`config.mk`:
```
export PLATFORM = sky130hd
export DESIGN_NAME = fir_stream_periph
export DESIGN_NICKNAME = d
export VERILOG_FILES = /design/src/rtl/fir_periph_pkg.sv /design/src/rtl/fir_fifo.sv /design/src/rtl/fir_tap.sv /design/src/rtl/fir_tap_chain.sv /design/src/rtl/fir_stream_periph.sv
export SDC_FILE = /design/constraint.sdc
export NUM_CORES = 1
export LEC_CHECK = 0
export ABC_AREA = 1
export BUFFER_PORTS_ARGS = -buffer_cell sky130_fd_sc_hd__buf_4
export CAP_MARGIN = 20
export CELL_PAD_IN_SITES_DETAIL_PLACEMENT = 1
export CELL_PAD_IN_SITES_GLOBAL_PLACEMENT = 2
export CORE_UTILIZATION = 38
export CTS_BUF_LIST = sky130_fd_sc_hd__clkbuf_16
export DETAILED_ROUTE_END_ITERATION = 7
export PLACE_DENSITY_LB_ADDON = 0.1
export SLEW_MARGIN = 20
export SYNTH_ARGS = -nofsm -noshare
export SYNTH_HDL_FRONTEND = slang
export SYNTH_SLANG_ARGS = --single-unit
```
`constraint.sdc`:
```
create_clock -name clk -period 5.62 [get_ports clk]
set_input_delay 0.843 -clock clk [delete_from_list [all_inputs] [get_ports clk]]
set_output_delay 0.843 -clock clk [all_outputs]
set_load 0.02 [all_outputs]
```
`src/rtl/fir_periph_pkg.sv`:
```
package fir_periph_pkg;

    // Register selected by the current bus address
    typedef enum logic [2:0] {
        SEL_NONE,
        SEL_IN_DATA,
        SEL_IN_CNT,
        SEL_OUT_DATA,
        SEL_OUT_CNT
    } reg_sel_e;

endpackage

```
`src/rtl/fir_fifo.sv`:
```
module fir_fifo #(
    parameter int W     = 8,
    parameter int DEPTH = 8,
    localparam int AW   = (DEPTH > 1) ? $clog2(DEPTH) : 1,
    localparam int CW   = $clog2(DEPTH + 1)
) (
    input  logic          clk,
    input  logic          rst,
    input  logic          push,
    input  logic [W-1:0]  din,
    input  logic          pop,
    output logic [W-1:0]  dout,
    output logic          full,
    output logic          empty,
    output logic [CW-1:0] count
);
    typedef struct packed {
        logic [AW-1:0] rd;
        logic [AW-1:0] wr;
        logic [CW-1:0] cnt;
    } ptr_t;

    ptr_t st_d, st_q;
    logic [W-1:0] mem_d [DEPTH];
    logic [W-1:0] mem_q [DEPTH];

    function automatic logic [AW-1:0] nxt(input logic [AW-1:0] p);
        return (p == AW'(DEPTH - 1)) ? '0 : p + 1'b1;
    endfunction

    always_comb begin
        st_d  = st_q;
        mem_d = mem_q;
        if (push) begin
            mem_d[st_q.wr] = din;
            st_d.wr        = nxt(st_q.wr);
        end
        if (pop) st_d.rd = nxt(st_q.rd);
        if (push && !pop) st_d.cnt = st_q.cnt + 1'b1;
        else if (pop && !push) st_d.cnt = st_q.cnt - 1'b1;
    end

    always_ff @(posedge clk) begin
        if (rst) st_q <= '0;
        else     st_q <= st_d;
        mem_q <= mem_d;
    end

    assign dout  = mem_q[st_q.rd];
    assign count = st_q.cnt;
    assign full  = (st_q.cnt == CW'(DEPTH));
    assign empty = (st_q.cnt == '0);


    no_overflow_chk: assert property (@(posedge clk) disable iff (rst)
        !(push && full && !pop));

    no_underflow_chk: assert property (@(posedge clk) disable iff (rst)
        !(pop && empty));

    cnt_bound_chk: assert property (@(posedge clk) disable iff (rst)
        count <= CW'(DEPTH));
endmodule

```
`src/rtl/fir_tap.sv`:
```
module fir_tap #(
    parameter int              W    = 8,
    parameter int              FRAC = 3,
    parameter logic [W-1:0]    COEF = 8'd8
) (
    input  logic         clk,
    input  logic         rst,
    input  logic         in_valid,
    output logic         in_ready,
    input  logic [W-1:0] in_smp,
    input  logic [W-1:0] in_sum,
    output logic         out_valid,
    input  logic         out_ready,
    output logic [W-1:0] out_smp,
    output logic [W-1:0] out_sum
);
    typedef struct packed {
        logic         has;
        logic [W-1:0] smp;
    } tap_t;

    tap_t tap_d, tap_q;
    logic               fire;
    logic signed [2*W-1:0] prod;
    logic signed [2*W-1:0] scaled;
    logic [2*W-W-1:0]   unused_hi;

    assign in_ready = out_ready;
    assign fire     = in_valid && in_ready;

    always_comb begin
        tap_d = tap_q;
        if (fire) begin
            tap_d.has = 1'b1;
            tap_d.smp = in_smp;
        end
    end

    always_ff @(posedge clk) begin
        if (rst) tap_q <= '0;
        else     tap_q <= tap_d;
    end

    assign prod      = $signed({{W{tap_q.smp[W-1]}}, tap_q.smp})
                     * $signed({{W{COEF[W-1]}}, COEF});
    assign scaled    = prod >>> FRAC;
    assign unused_hi = scaled[2*W-1:W];
    assign out_valid = tap_q.has && fire;
    assign out_smp   = tap_q.smp;
    assign out_sum   = in_sum + scaled[W-1:0];


    tap_hold_chk: assert property (@(posedge clk) disable iff (rst)
        !fire |=> $stable(out_smp));
endmodule

```
`src/rtl/fir_tap_chain.sv`:
```
module fir_tap_chain #(
    parameter int                  W      = 8,
    parameter int                  FRAC   = 3,
    parameter int                  NTAPS  = 3,
    parameter logic [NTAPS*W-1:0]  COEFS  = {8'd24, 8'd16, 8'd8}
) (
    input  logic         clk,
    input  logic         rst,
    input  logic         in_valid,
    output logic         in_ready,
    input  logic [W-1:0] in_smp,
    output logic         out_valid,
    input  logic         out_ready,
    output logic [W-1:0] out_data
);
    logic         v   [NTAPS+1];
    logic         r   [NTAPS+1];
    logic [W-1:0] smp [NTAPS+1];
    logic [W-1:0] sum [NTAPS+1];
    logic [W-1:0] unused_smp;

    assign v[0]       = in_valid;
    assign smp[0]     = in_smp;
    assign sum[0]     = '0;
    assign in_ready   = r[0];
    assign r[NTAPS]   = out_ready;
    assign out_valid  = v[NTAPS];
    assign out_data   = sum[NTAPS];
    assign unused_smp = smp[NTAPS];

    for (genvar i = 0; i < NTAPS; i++) begin : g_tap
        fir_tap #(
            .W    (W),
            .FRAC (FRAC),
            .COEF (COEFS[i*W +: W])
        ) u_tap (
            .clk       (clk),
            .rst       (rst),
            .in_valid  (v[i]),
            .in_ready  (r[i]),
            .in_smp    (smp[i]),
            .in_sum    (sum[i]),
            .out_valid (v[i+1]),
            .out_ready (r[i+1]),
            .out_smp   (smp[i+1]),
            .out_sum   (sum[i+1])
        );
    end


    shift_on_accept_chk: assert property (@(posedge clk) disable iff (rst)
        out_valid |-> (in_valid && in_ready));

    hold_when_blocked_chk: assert property (@(posedge clk) disable iff (rst)
        !out_ready |-> !out_valid);
endmodule

```
`src/rtl/fir_stream_periph.sv`:
```
module fir_stream_periph
    import fir_periph_pkg::*;
#(
    parameter int                     BUS_W   = 64,
    parameter int                     ADDR_W  = 16,
    parameter int                     SMP_W   = 8,
    parameter int                     FRAC    = 3,
    parameter int                     DEPTH   = 8,
    parameter int                     NTAPS   = 3,
    parameter logic [NTAPS*SMP_W-1:0] COEFS   = {8'd24, 8'd16, 8'd8},
    parameter logic [ADDR_W-1:0]      WR_BASE = 16'h2000,
    parameter logic [ADDR_W-1:0]      RD_BASE = 16'h2100
) (
    input  logic              clk,
    input  logic              rst,
    input  logic              bus_req,
    input  logic              bus_we,
    input  logic [ADDR_W-1:0] bus_addr,
    input  logic [BUS_W-1:0]  bus_wdata,
    output logic [BUS_W-1:0]  bus_rdata,
    output logic              bus_stall
);
    localparam int CW      = $clog2(DEPTH + 1);
    localparam int CNT_OFS = (BUS_W + 7) / 8;

    reg_sel_e         sel;
    logic             in_push, in_pop, in_full, in_empty;
    logic             out_push, out_pop, out_full, out_empty;
    logic [SMP_W-1:0] in_dout, out_din, out_dout;
    logic [CW-1:0]    in_cnt, out_cnt;
    logic             chain_ready;
    logic [BUS_W-SMP_W-1:0] unused_wdata;

    assign unused_wdata = bus_wdata[BUS_W-1:SMP_W];

    always_comb begin
        if      (bus_addr == WR_BASE)                   sel = SEL_IN_DATA;
        else if (bus_addr == WR_BASE + ADDR_W'(CNT_OFS)) sel = SEL_IN_CNT;
        else if (bus_addr == RD_BASE)                   sel = SEL_OUT_DATA;
        else if (bus_addr == RD_BASE + ADDR_W'(CNT_OFS)) sel = SEL_OUT_CNT;
        else                                            sel = SEL_NONE;
    end

    always_comb begin
        in_push   = bus_req && bus_we && (sel == SEL_IN_DATA) && !in_full;
        out_pop   = bus_req && !bus_we && (sel == SEL_OUT_DATA) && !out_empty;
        bus_stall = bus_req && ((bus_we && (sel == SEL_IN_DATA) && in_full) ||
                                (!bus_we && (sel == SEL_OUT_DATA) && out_empty));
        bus_rdata = '0;
        if (bus_req && !bus_we) begin
            case (sel)
                SEL_IN_CNT:   bus_rdata = BUS_W'(in_cnt);
                SEL_OUT_CNT:  bus_rdata = BUS_W'(out_cnt);
                SEL_OUT_DATA: if (!out_empty) bus_rdata = BUS_W'(out_dout);
                default:      bus_rdata = '0;
            endcase
        end
    end

    fir_fifo #(.W(SMP_W), .DEPTH(DEPTH)) u_in_fifo (
        .clk   (clk),
        .rst   (rst),
        .push  (in_push),
        .din   (bus_wdata[SMP_W-1:0]),
        .pop   (in_pop),
        .dout  (in_dout),
        .full  (in_full),
        .empty (in_empty),
        .count (in_cnt)
    );

    fir_tap_chain #(
        .W     (SMP_W),
        .FRAC  (FRAC),
        .NTAPS (NTAPS),
        .COEFS (COEFS)
    ) u_chain (
        .clk       (clk),
        .rst       (rst),
        .in_valid  (!in_empty),
        .in_ready  (chain_ready),
        .in_smp    (in_dout),
        .out_valid (out_push),
        .out_ready (!out_full),
        .out_data  (out_din)
    );

    assign in_pop = !in_empty && chain_ready;

    fir_fifo #(.W(SMP_W), .DEPTH(DEPTH)) u_out_fifo (
        .clk   (clk),
        .rst   (rst),
        .push  (out_push),
        .din   (out_din),
        .pop   (out_pop),
        .dout  (out_dout),
        .full  (out_full),
        .empty (out_empty),
        .count (out_cnt)
    );


    stall_needs_req_chk: assert property (@(posedge clk) disable iff (rst)
        bus_stall |-> bus_req);

    unmapped_quiet_chk: assert property (@(posedge clk) disable iff (rst)
        (bus_req && sel == SEL_NONE) |-> (!bus_stall && bus_rdata == '0));

    reset_empty_chk: assert property (@(posedge clk) disable iff (rst)
        $fell(rst) |-> (in_cnt == '0 && out_cnt == '0));

    blocked_no_drain_chk: assert property (@(posedge clk) disable iff (rst)
        (out_full && !out_pop) |=> $stable(out_cnt) || $past(out_pop));
endmodule

```
[Word-level counts from Yosys, hierarchy flattened]
Index checks and enable logic that the tools add are counted.
Storage, ports and cells
  input bits: 84
  output and inout bits: 65
  register bits: 175
Operators by class
  $lt $le $gt $ge: 6
  add/sub/neg operators: 10
  equal/unequal tests: 14
  bitwise gates (word level): 4
  reductions and logical operators: 37
  multiplexer cells: 27
  multipliers: 1
Operator list (count)
  64-bit bitwise mux: 2
  16-bit by 14-bit equality test with 1-bit output (second input constant): 4
  8-bit 2-to-1 mux: 8
  8-bit binary-select mux with 3-bit select: 2
  8-bit demux with 3-bit select: 2
  3-bit 2-to-1 mux: 8
  8-bit case mux with 3 select lines: 1
  1-bit logical AND: 23
  8-bit adder: 2
  4-bit >= comparator (second input constant): 4
  4-bit 2-to-1 mux: 4
  3-bit inverter with 4-bit output: 4
  3-bit equality test (second input constant): 5
  3-bit by 1-bit adder with 3-bit output (second input constant): 4
  1-bit logical NOT: 9
  4-bit by 1-bit adder with 4-bit output (second input constant): 2
  4-bit equality test (second input constant): 2
  4-bit logical NOT: 2
  4-bit by 1-bit less-than comparator with 1-bit output (second input constant): 2
  8-bit by 3-bit multiplier with 8-bit output (second input constant): 1
  4-bit by 1-bit subtractor with 4-bit output (second input constant): 2
  3-bit by 2-bit equality test with 1-bit output (second input constant): 2
  2-bit nonzero test: 2
  3-bit by 1-bit equality test with 1-bit output (second input constant): 1
  1-bit logical OR: 1

[Logic depth before layout (Yosys ltp)]
Gate-level depths: netlist of run 1.
  word-level depth: 12
  mapped depth: 14
  mapped depth without buffers: 14

[Modules after synthesis]
Synthesis of run 1 repeated with hierarchy kept, for this count alone.
Unflattened totals
  cell total of the unflattened synthesis: 1084
  area, all modules: 9654.3 um^2
Modules (own cells, without submodules)
  fir_fifo (u_out_fifo): instances 1, sequential area each 2122.0 um^2, area an instance 3225.6 um^2, cells an instance 300
  fir_fifo (u_in_fifo): instances 1, sequential area each 2122.0 um^2, area an instance 3220.6 um^2, cells an instance 302
  fir_tap (u_chain.g_tap[2].u_tap): instances 1, sequential area each 180.2 um^2, area an instance 968.4 um^2, cells an instance 134
  fir_stream_periph: instances 1, sequential area each 0.0 um^2, area an instance 824.5 um^2, cells an instance 136
  fir_tap (u_chain.g_tap[0].u_tap): instances 1, sequential area each 180.2 um^2, area an instance 725.7 um^2, cells an instance 108
  fir_tap (u_chain.g_tap[1].u_tap): instances 1, sequential area each 180.2 um^2, area an instance 685.7 um^2, cells an instance 103
  fir_tap_chain: instances 1, sequential area each 0.0 um^2, area an instance 3.8 um^2, cells an instance 1

[Worst setup path after synthesis of run 1]
OpenSTA, ideal clock, no wires.
  kind: reg-to-reg
  start: reg u_chain.g_tap[2].u_tap.tap_q (netlist bit u_chain.g_tap[2].u_tap.out_smp[4])
  end: reg u_out_fifo.mem_q[15] in the netlist's numbering, data pin
  cell stages (with the launch flop): 13
  buffers on the path: 0
  library setup time: 283 ps
  slack: 2676 ps
  data arrival time: 2661 ps
  period minus slack after synthesis: 2944 ps
  path through: dfxtp_1 ha_1 fa_1 inv_1 fa_1 inv_1 ha_1 nand4_1 or2_2 nand3_1 inv_1 nand3_1 nand2_1
Between the ends
  longest elaborated chain between the ends: 3
Ends and longest elaborated chain
  start, declared: line fir_tap.sv:22  | tap_t tap_d, tap_q;
  start signal, assigned: line fir_tap.sv:41  | else tap_q <= tap_d;
  8-bit by 3-bit multiplier with 8-bit output: line fir_tap.sv:45  | * $signed({{W{COEF[W-1]}}, COEF});
  8-bit adder: line fir_tap.sv:50  | assign out_sum = in_sum + scaled[W-1:0];
  via out_din[7]: line fir_stream_periph.sv:29  | logic [SMP_W-1:0] in_dout, out_din, out_dout;
  64-bit bitwise mux: line fir_fifo.sv:35  | mem_d[st_q.wr] = din;
  end signal, assigned: line fir_fifo.sv:46  | mem_q <= mem_d;
  end, declared: line fir_fifo.sv:25  | logic [W-1:0] mem_q [DEPTH];
The timed path passes the listed nets, and every way through them passes these cells.
A chain may end at the register's enable or synchronous reset.

[Worst setup path in the final report of run 1]
  start: reg u_chain.g_tap[2].u_tap.tap_q (netlist bit u_chain.g_tap[2].u_tap.out_smp[1])
  end: reg u_out_fifo.mem_q[38] in the netlist's numbering, data pin
The elaborated chain is that of the path after synthesis.

==> run metrics, run 1 <==
CTS sink count 175; Site Rows 54; worst hold path startpoint u_chain.g_tap[0].u_tap.out_smp[3]; global-route wire length before repair roughly 32000 µm; HPWL after DPL ~14000 µm; placed inst area slightly below 0.009 mm²; Nets 1020; Routed WL per cell ~17 µm; via/cell ratio 4.93; Max stage delay on crit path 580 ps; register area share after synthesis a little under three fifths; mean post-synth cell area just under 10 µm²; Yosys reg bits roughly 180; buffer and inverter count on the worst path 3; final WL around 20000 µm; CTS tree done; CP Cell Sequence ha_1 -> inv_1 -> fa_1 -> fa_1 -> inv_1 -> ha_1 -> inv_1 -> fa_1 -> o21ai_0 -> xor2_1; f_max 289 MHz; IO Port Bufs 36; CP Max Fanout 8; # DRC 26; die height roughly 150 µm; area leader, netlist edfxtp_1; Max-cap violations 0; Hold EP u_chain.g_tap[0].u_tap.out_smp[3]; Initial DRT Pass Iterations 6; power per standard cell area 430 mW/mm²; Hold Path Class reg -> reg; Clock Latency Late Sink about 430 ps; fin. max-slew vios 0; CTS root buf clkbuf_16; pin count of the biggest net entering global routing 36; CP Capture Type flop; placed cell count 1156; layout cells sized above 1 under 10%; Post-CTS Hold Buffers 0; count of cell types in the netlist 38; Setup Crit Path Kind reg -> reg; commonest non-fill, non-tap cells in the layout nor2_1, edfxtp_1, nand2_1, o21ai_0, inv_1; vias in the first global route around 6300; drt initial violations between 200 and 250; P&R area growth vs syn 10.5%; commonest non-fill, non-tap cell in the layout nor2_1; number of fill cells 2470; Power Total 4.06 mW; Critical Path RT ~5800 ps; initial antenna violation count 0; flop2flop setup slack approximately 2200 ps; outcome complete, but fails checks; Worst Path Arrival about 3600 ps; Mapped Cells 866; Die Wd around 150 µm; cts bufs inserted 17; Worst-Margin Slew approximately 1100 ps; routed vias roughly 6000; initial core utilization 38.9%; post-CTS sizing 0; Synth Area in Simple Gates around 18%; hold path cells 2; Setup WS post-layout about 2200 ps; post-CTS setup buffer count 0; pre-CTS setup slack 2150 ps; global-route usage over all layers around 18%; failing checks DRC; Max transition margin ~29%; Leakage Power between 3 and 4 nW; final hold vios 0; Max Clock Skew ~12 ps; CORE AREA roughly 0.022 mm²; RSZ-0062 raised after global routing false; area occupied by registers 0.00478 mm²; Syn Std Cell Area ~0.0086 mm²; warnings from Yosys 0; post-route cell area around 0.0094 mm²; Synth Area in Compound Gates 8.30%; die area roughly 0.023 mm²; synth top area cells edfxtp_1, dfxtp_1, nor2_1; Worst setup SP type flop; clock slew at reported path FFs 70 ps; top-area cell type share of the netlist area about 45%; # diodes 0; slowest cell on the critical path xor2_1; depth of the most critical reg-to-reg path 10; Top delay family on crit path adder cells; Synth Area in XOR/XNOR about 1.3%; Finished Layout Cells ~1200; clock tree buffer depth 2; Tcrit/Tclk final roughly three fifths; Ports about 150; area of the multi-input gates 0.00316 mm²; ANT nets after route 0; min cycle time layout approximately 3500 ps; GP Congestion between 0.7 and 0.8; R2R Path Start u_chain.g_tap[2].u_tap.out_smp[1]; R2R Path End u_out_fifo.mem_q[38]; adder-cell share of the synthesized area 7.23%; CTS H-tree depth 4; worst vdd ir 0.192 mV; Post-Route Setup TNS 0 ps; multiplexer area fraction after synthesis 0%; main combinational cell family by area after synthesis simple AND/OR/NAND/NOR gates; gr ovfl total 0; # setup viols final 0
cells by family after synthesis:
| kind of cell | Yosys count |
|---|---|
| compound gates | 131 |
| xor+xnor | 13 |
| fa+ha+maj | 41 |
| buf+inv | 155 |
| flops | 175 |
| other cells | 1 |
| simple gates | 350 |
flip-flops by register name, indices dropped and copies added (netlist names):
signal and cells:
u_chain.g_tap.u_tap.tap_q 3, u_in_fifo.mem_q 64, u_out_fifo.st_q 6, u_out_fifo.mem_q 64, u_chain.g_tap.u_tap.out_smp 24, u_in_fifo.st_q 6, u_in_fifo.count 4, u_out_fifo.count 4
worst min-delay path, stage by stage (launching register included):
cell     delay (ps)
dfxtp_1         310
nand2_1          60
a21oi_1          60
report_power, final:
| part | switching [mW] | leakage [nW] | internal, mW |
|---|---|---|---|
| Combinational | 0.776 | 1.98 | 0.340 |
| Sequential | 0.101 | 1.54 | 1.66 |
| Clock | 0.551 | 0.293 | 0.635 |
through the flow:
stage          hold WS [ps]  util, %
3_3_place_gp            464     40.3
6_report                471     43.0
5_1_grt                 502     43.0
3_5_place_dp            463     40.3
2_1_floorplan           445        -
4_1_cts                 473     43.0
worst max path at each step:
| stage | cells past startpoint | start | slack (ps) | to |
|---|---|---|---|---|
| final | 10 | u_chain.g_tap[2].u_tap.out_smp[1] | 2150 | u_out_fifo.mem_q[38] |
| after global routing | 10 | u_chain.g_tap[2].u_tap.out_smp[1] | 1890 | u_out_fifo.mem_q[38] |
| after CTS | 10 | u_chain.g_tap[2].u_tap.out_smp[1] | 2090 | u_out_fifo.mem_q[54] |
| after detailed placement | 10 | u_chain.g_tap[2].u_tap.out_smp[1] | 2150 | u_out_fifo.mem_q[6] |
| after global placement | 10 | u_chain.g_tap[2].u_tap.out_smp[1] | 2270 | u_out_fifo.mem_q[22] |
| after floorplan | 12 | u_chain.g_tap[2].u_tap.out_smp[4] | 2680 | u_out_fifo.mem_q[15] |
area by class of cell:
class,count,area share [%]
repair buffers,38,3.02
inverters,72,2.86
clock buffers,17,4.50
well taps,280,3.71
clock inverters,15,1.81
multi-input cells,591,33.4
flip-flops and latches,175,50.6
cells in the mapped netlist (all sizes together):
| master | number |
|---|---|
| or2 | 4 |
| conb | 1 |
| a211oi | 2 |
| o21ai | 73 |
| o22ai | 2 |
| edfxtp | 128 |
| inv | 68 |
| xor2 | 9 |
| clkbuf | 11 |
| fa | 14 |
| ha | 27 |
| nand3 | 57 |
| o211ai | 8 |
| buf | 72 |
| nand3b | 3 |
| o221ai | 6 |
| a21oi | 38 |
| and2 | 2 |
| o21a | 1 |
| a31oi | 1 |
| dfxtp | 47 |
| clkinv | 4 |
| nand2 | 123 |
| xnor2 | 4 |
| nand4 | 7 |
| nor2 | 154 |
metal layers:
| layer | global-route usage (%) | vias up | wire [µm] |
|---|---|---|---|
| met2 | 31.0 | 106 | 9670 |
| li1 | - | 2859 | - |
| met1 | 22.6 | 2875 | 9120 |
| met4 | 6.32 | 0 | 290 |
| met3 | 3.22 | 21 | 654 |
| met5 | 0 | - | 0 |
(Power assumes the default switching activity.)
==> run 2, diff against run 1 <==
--- a/config.mk
+++ b/config.mk
@@ -10,7 +10,7 @@
 export CAP_MARGIN = 20
 export CELL_PAD_IN_SITES_DETAIL_PLACEMENT = 1
 export CELL_PAD_IN_SITES_GLOBAL_PLACEMENT = 2
-export CORE_UTILIZATION = 38
+export CORE_UTILIZATION = 35
 export CTS_BUF_LIST = sky130_fd_sc_hd__clkbuf_16
 export DETAILED_ROUTE_END_ITERATION = 7
 export PLACE_DENSITY_LB_ADDON = 0.1
==> constraint.sdc (replaced) <==
create_clock -name clk -period 3.6 [get_ports clk]
set_input_delay 0.54 -clock clk [delete_from_list [all_inputs] [get_ports clk]]
set_output_delay 0.54 -clock clk [all_outputs]
set_load 0.02 [all_outputs]
==> run metrics, run 2 (synthesis results as in run 1) <==
area occupied by registers 0.00478 mm² (unchanged); depth of the most critical reg-to-reg path 9 (was 10); # setup viols final 0 (unchanged); CP Cell Sequence ha_1 -> inv_1 -> fa_1 -> fa_1 -> inv_1 -> ha_1 -> inv_1 -> fa_1 -> xnor2_1 (was ha_1 -> inv_1 -> fa_1 -> fa_1 -> inv_1 -> ha_1 -> inv_1 -> fa_1 -> o21ai_0 -> xor2_1); Routed WL per cell 16.1 µm (was 16.6 µm); GP Congestion 0.723 (was 0.733); final WL 20000 µm (was 19700 µm); Max stage delay on crit path 580 ps (about the same); global-route wire length before repair 31900 µm (was 32100 µm); P_sw 2.27 mW (was 1.43 mW); flop2flop setup slack 340 ps (was 2150 ps); die area 0.0251 mm² (was 0.0231 mm²); CP Max Fanout 8 (unchanged); drt initial violations 198 (was 208); HPWL after DPL 13800 µm (was 13600 µm); clock slew at reported path FFs 80 ps (was 70 ps); routed vias 5874 (was 5861); Seq pwr share 42.8% (was 43.3%); commonest non-fill, non-tap cell in the layout nor2_1 (unchanged); final hold vios 0 (unchanged); Die Wd 158 µm (was 152 µm); Tcrit/Tclk final 90.5% (was 61.7%); R2R Path End u_out_fifo.mem_q[20] (was u_out_fifo.mem_q[38]); Max-cap violations 0 (unchanged); Max transition margin 34.1% (was 28.9%); Initial DRT Pass Iterations 4 (was 6); fin. max-slew vios 0 (unchanged); Post-CTS Hold Buffers 0 (unchanged); CTS tree done (unchanged); worst vdd ir 0.327 mV (was 0.192 mV); Worst setup SP type flop (unchanged); Max Clock Skew 12.6 ps (was 11.6 ps); layout cells sized above 1 11.4% (was 9.80%); CTS root buf clkbuf_16 (unchanged); CTS sink count 175 (unchanged); ANT nets after route 0 (unchanged); crit path launch u_chain.g_tap[2].u_tap.out_smp[1] (unchanged); # diodes 0 (unchanged); placed cell count 1211 (was 1156); # DRC 0 (was 26); Setup Crit Path Kind reg -> reg (unchanged); initial antenna violation count 0 (unchanged); combinational share of power 28.6% (was 27.5%); pin count of the biggest net entering global routing 35 (was 36); P&R area growth vs syn 12.4% (was 10.5%); post-CTS setup buffer count 0 (unchanged); CTS H-tree depth 4 (unchanged); Critical Path RT 3720 ps (was 5750 ps); IO Port Bufs 36 (unchanged); slowest cell on the critical path xnor2_1 (was xor2_1); CP Capture Type flop (unchanged); Worst-Margin Slew 987 ps (was 1060 ps); post-CTS sizing 0 (unchanged); RSZ-0062 raised after global routing false (unchanged); Nets 1036 (was 1020); number of fill cells 2718 (was 2470); commonest non-fill, non-tap cells in the layout nor2_1, edfxtp_1, nand2_1, o21ai_0, inv_1 (unchanged); die height 158 µm (was 152 µm); Stages on worst setup path 9 (was 10); R2R Path Start u_chain.g_tap[2].u_tap.out_smp[1] (unchanged); buffer and inverter count on the worst path 3 (unchanged); Finished Layout Cells 1243 (was 1188); Site Rows 56 (was 54); min cycle time layout 3260 ps (was 3470 ps); global-route usage over all layers 16.9% (was 18.0%); Ports 149 (unchanged); Clock Latency Late Sink 430 ps (about the same); Hold Path Class in -> reg (was reg -> reg); clock tree buffer depth 2 (unchanged); CORE AREA 0.0237 mm² (was 0.0220 mm²); Worst Path Arrival 3380 ps (was 3600 ps); cts bufs inserted 17 (unchanged); outcome complete, no violations (was complete, but fails checks); Leakage Power 3.89 nW (was 3.81 nW); f_max 307 MHz (was 289 MHz); area of the multi-input gates 0.00316 mm² (unchanged); Internal Dissipation 4.08 mW (was 2.64 mW); Post-Route Setup TNS 0 ps (unchanged); initial core utilization 36.1% (was 38.9%); Sw Share 35.7% (was 35.1%); gr ovfl total 0 (unchanged); Top delay family on crit path adder cells (unchanged); power per standard cell area 661 mW/mm² (was 430 mW/mm²); crit path to u_out_fifo.mem_q[20] (was u_out_fifo.mem_q[38]); via/cell ratio 4.73 (was 4.93); Clk network pwr share 28.7% (was 29.2%); vias in the first global route 6129 (was 6291)
==> run 2: worst min-delay path by stage <==
stage,startpoint,end,slack (ps),cells past startpoint
after floorplan,u_chain.g_tap[0].u_tap.out_smp[2],u_chain.g_tap[0].u_tap.out_smp[2],440,2
after global placement,u_chain.g_tap[0].u_tap.out_smp[3],u_chain.g_tap[0].u_tap.out_smp[3],460,2
after detailed placement,u_chain.g_tap[0].u_tap.out_smp[2],u_chain.g_tap[0].u_tap.out_smp[2],470,2
after CTS,bus_wdata[3],u_in_fifo.mem_q[27],320,1
after global routing,bus_wdata[3],u_in_fifo.mem_q[27],320,1
final,bus_wdata[3],u_in_fifo.mem_q[27],340,1
==> run 2: final cells by class <==
type	count	area share (%)
sequential	175	49.8
multi-input combinational	591	32.9
clock buffer	17	4.42
timing repair buffer	54	4.22
tap	319	4.15
inverter	72	2.81
clock inverter	15	1.77
==> run 2: worst register-to-register path, stage by stage (launching register included) <==
cell and delay, ps:
dfxtp_1 340, ha_1 280, inv_1 50, fa_1 540, fa_1 420, inv_1 60, ha_1 190, inv_1 80
fa_1 410, xnor2_1 580
==> run 2: per-stage QoR <==
step / setup WS (ps) / area, µm² / power [mW] / hold WS, ps / utilization [%]
4_1_cts: 297 / 9610 / 6.43 / 324 / 40.6
6_report: 344 / 9610 / 6.35 / 342 / 40.6
3_5_place_dp: 331 / 9020 / 4.60 / 467 / 38.1
5_1_grt: 101 / 9610 / 6.76 / 324 / 40.6
3_3_place_gp: 422 / 9020 / 4.48 / 462 / 38.1
2_1_floorplan: 656 / 8760 / 4.04 / 445 / -
==> run 2: metal layers <==
metal / GRT usage (%) / part of all wire [%] / routed length, µm / up-vias
met5: 0 / 0 / 0 / -
met4: 4.35 / 1.2 / 238 / 0
met3: 2.61 / 2.5 / 498 / 20
met2: 30.2 / 51 / 10100 / 96
met1: 21.1 / 46 / 9160 / 2869
li1: - / - / - / 2889
==> run 2: power by group through the flow <==
stage | combinational [mW] | clock [mW] | sequential, mW
floorplan | 1.32 | 0 | 2.72
global placement | 1.72 | 0 | 2.76
detailed placement | 1.84 | 0 | 2.76
CTS | 1.85 | 1.86 | 2.72
global route | 2.09 | 1.93 | 2.74
finish | 1.82 | 1.82 | 2.72
==> run 3, diff against run 2 <==
--- a/config.mk
+++ b/config.mk
@@ -13,6 +13,7 @@
 export CORE_UTILIZATION = 35
 export CTS_BUF_LIST = sky130_fd_sc_hd__clkbuf_16
 export DETAILED_ROUTE_END_ITERATION = 7
+export GPL_ROUTABILITY_DRIVEN = 0
 export PLACE_DENSITY_LB_ADDON = 0.1
 export SLEW_MARGIN = 20
 export SYNTH_ARGS = -nofsm -noshare
==> constraint.sdc (replaced) <==
create_clock -name clk -period 3 [get_ports clk]
set_input_delay 0.45 -clock clk [delete_from_list [all_inputs] [get_ports clk]]
set_output_delay 0.45 -clock clk [all_outputs]
set_load 0.02 [all_outputs]
==> run metrics, run 3 (synthesis results as in run 1) <==
CP Cell Sequence ha_4 -> fa_1 -> inv_1 -> fa_1 -> inv_1 -> ha_1 -> buf_4 -> a21oi_4 -> o21ai_4 -> xor2_4 -> buf_12 (was ha_1 -> inv_1 -> fa_1 -> fa_1 -> inv_1 -> ha_1 -> inv_1 -> fa_1 -> xnor2_1); RSZ-0062 raised after global routing true (was false); min cycle time layout 3000 ps (was 3260 ps); initial core utilization 36.1% (unchanged); ANT nets after route 0 (unchanged); Max-cap violations 0 (unchanged); HPWL after DPL 14200 µm (was 13800 µm); placed cell count 1224 (was 1211); Ports 149 (unchanged); Die Wd 158 µm (unchanged); Leakage Power 4.02 nW (was 3.89 nW); routed vias 5993 (was 5874); Max stage delay on crit path 490 ps (was 580 ps); Power Total 8.22 mW (was 6.35 mW); Initial DRT Pass Iterations 4 (unchanged); Clock Latency Late Sink 430 ps (about the same); global-route usage over all layers 17.6% (was 16.9%); Finished Layout Cells 1260 (was 1243); # DRC 0 (unchanged); CP Capture Type flop (unchanged); pre-CTS setup slack -236 ps (was 331 ps); # setup viols final 8 (was 0); global-route wire length before repair 33100 µm (was 31900 µm); Setup Crit Path Kind reg -> reg (unchanged); Critical Path RT 3190 ps (was 3720 ps); slowest cell on the critical path fa_1 (was xnor2_1); # diodes 0 (unchanged); cts bufs inserted 17 (unchanged); Max transition margin 49.8% (was 34.1%); via/cell ratio 4.76 (was 4.73); worst vdd ir 0.358 mV (was 0.327 mV); number of fill cells 2690 (was 2718); Site Rows 56 (unchanged); CTS tree done (unchanged); vias in the first global route 6280 (was 6129); failing checks setup timing; Post-Route Setup TNS -22.6 ps (was 0 ps); drt initial violations 228 (was 198); power per standard cell area 825 mW/mm² (was 661 mW/mm²); Tcrit/Tclk final 100% (was 90.5%); Nets 1053 (was 1036); P&R area growth vs syn 16.5% (was 12.4%); Setup WS post-layout -3.67 ps (was 344 ps); pin count of the biggest net entering global routing 35 (unchanged); clock slew at reported path FFs 80 ps (about the same); final WL 20800 µm (was 20000 µm); gr ovfl total 0 (unchanged); initial antenna violation count 0 (unchanged); CORE AREA 0.0237 mm² (unchanged); commonest non-fill, non-tap cell in the layout nor2_1 (unchanged); Routed WL per cell 16.5 µm (was 16.1 µm); clock tree buffer depth 2 (unchanged); CP Max Fanout 8 (unchanged); CTS sink count 175 (unchanged); IO Port Bufs 36 (unchanged); Max Clock Skew 15.2 ps (was 12.6 ps); CTS root buf clkbuf_16 (unchanged); outcome complete, but fails checks (was complete, no violations); Worst Path Arrival 3200 ps (was 3380 ps); final core utilization 42.1% (was 40.6%); fin. max-slew vios 0 (unchanged); die area 0.0251 mm² (unchanged); Worst setup SP type flop (unchanged); f_max 333 MHz (was 307 MHz); layout cells sized above 1 16.0% (was 11.4%); commonest non-fill, non-tap cells in the layout nor2_1, edfxtp_1, nand2_1, o21ai_0, buf_4 (was nor2_1, edfxtp_1, nand2_1, o21ai_0, inv_1); final hold vios 0 (unchanged); Hold Path Class in -> reg (unchanged); Worst-Margin Slew 753 ps (was 987 ps); CTS H-tree depth 4 (unchanged); die height 158 µm (unchanged)
## run 3: cell count changes in the layout (fill, tap and decap cells not counted), sizes merged
cell,previous run,this run
clkinv,11,7
inv,75,79
buf,54,71
## run 3: final timing paths
path | slack (ps) | depth (start not counted) | to | from
max | -4 | 11 | u_out_fifo.mem_q[38] | u_chain.g_tap[2].u_tap.out_smp[4]
min | 250 | 1 | u_in_fifo.mem_q[43] | bus_wdata[3]
max reg2reg | -4 | 11 | u_out_fifo.mem_q[38] | u_chain.g_tap[2].u_tap.out_smp[4]
min reg2reg | 470 | 2 | u_chain.g_tap[0].u_tap.out_smp[4] | u_chain.g_tap[0].u_tap.out_smp[4]
## run 3: power breakdown
| part | leakage [nW] | internal (mW) | total, mW | switching (mW) |
|---|---|---|---|---|
| clock | 0.288 | 1.12 | 2.20 | 1.07 |
| sequential | 1.54 | 3.11 | 3.27 | 0.159 |
| combinational | 2.18 | 1.03 | 2.76 | 1.73 |
| total | 4.02 | 5.26 | 8.22 | 2.96 |
## run 3: final cells by class
class | instances | area (µm²) | area share [%]
timing repair buffer | 71 | 557 | 5.59
sequential | 175 | 4790 | 48.1
inverter | 72 | 270 | 2.71
clock buffer | 17 | 425 | 4.27
clock inverter | 15 | 163 | 1.63
multi-input combinational | 591 | 3360 | 33.7
tap | 319 | 399 | 4.01
## run 3: what timing repair did
| action | 4_1_cts | 5_1_grt |
|---|---|---|
| resized for setup | 28 | 15 |
| setup buffers | 3 | 2 |
| pin swaps | 10 | 11 |
| setup endpoints to repair | 32 | 32 |
| hold buffers | 0 | 0 |
## run 3: routing by layer
metal,track usage (%),wire length [µm],part of all wire (%),vias up
met5,0,0,0,-
met4,4.12,218,1.0,0
met3,2.99,563,2.7,16
met2,31.5,10500,51,95
met1,21.9,9480,46,2959
li1,-,-,-,2923
## run 3: stage by stage
step / cell area, µm² / hold slack (ps)
final: 9960 / 248
after global routing: 9960 / 231
after CTS: 9880 / 228
after detailed placement: 9120 / 468
after global placement: 9120 / 462
after floorplan: 8760 / 445
## run 3: worst max-delay path, delay by kind of cell, from the launching register on
kind                     cells  cell delay, ps
AO/OA/AOI/OAI                2             260
XOR/XNOR                     1             190
buffers and inverters        4             410
adder cells (fa/ha/maj)      4            1520
flip-flops                   1             370
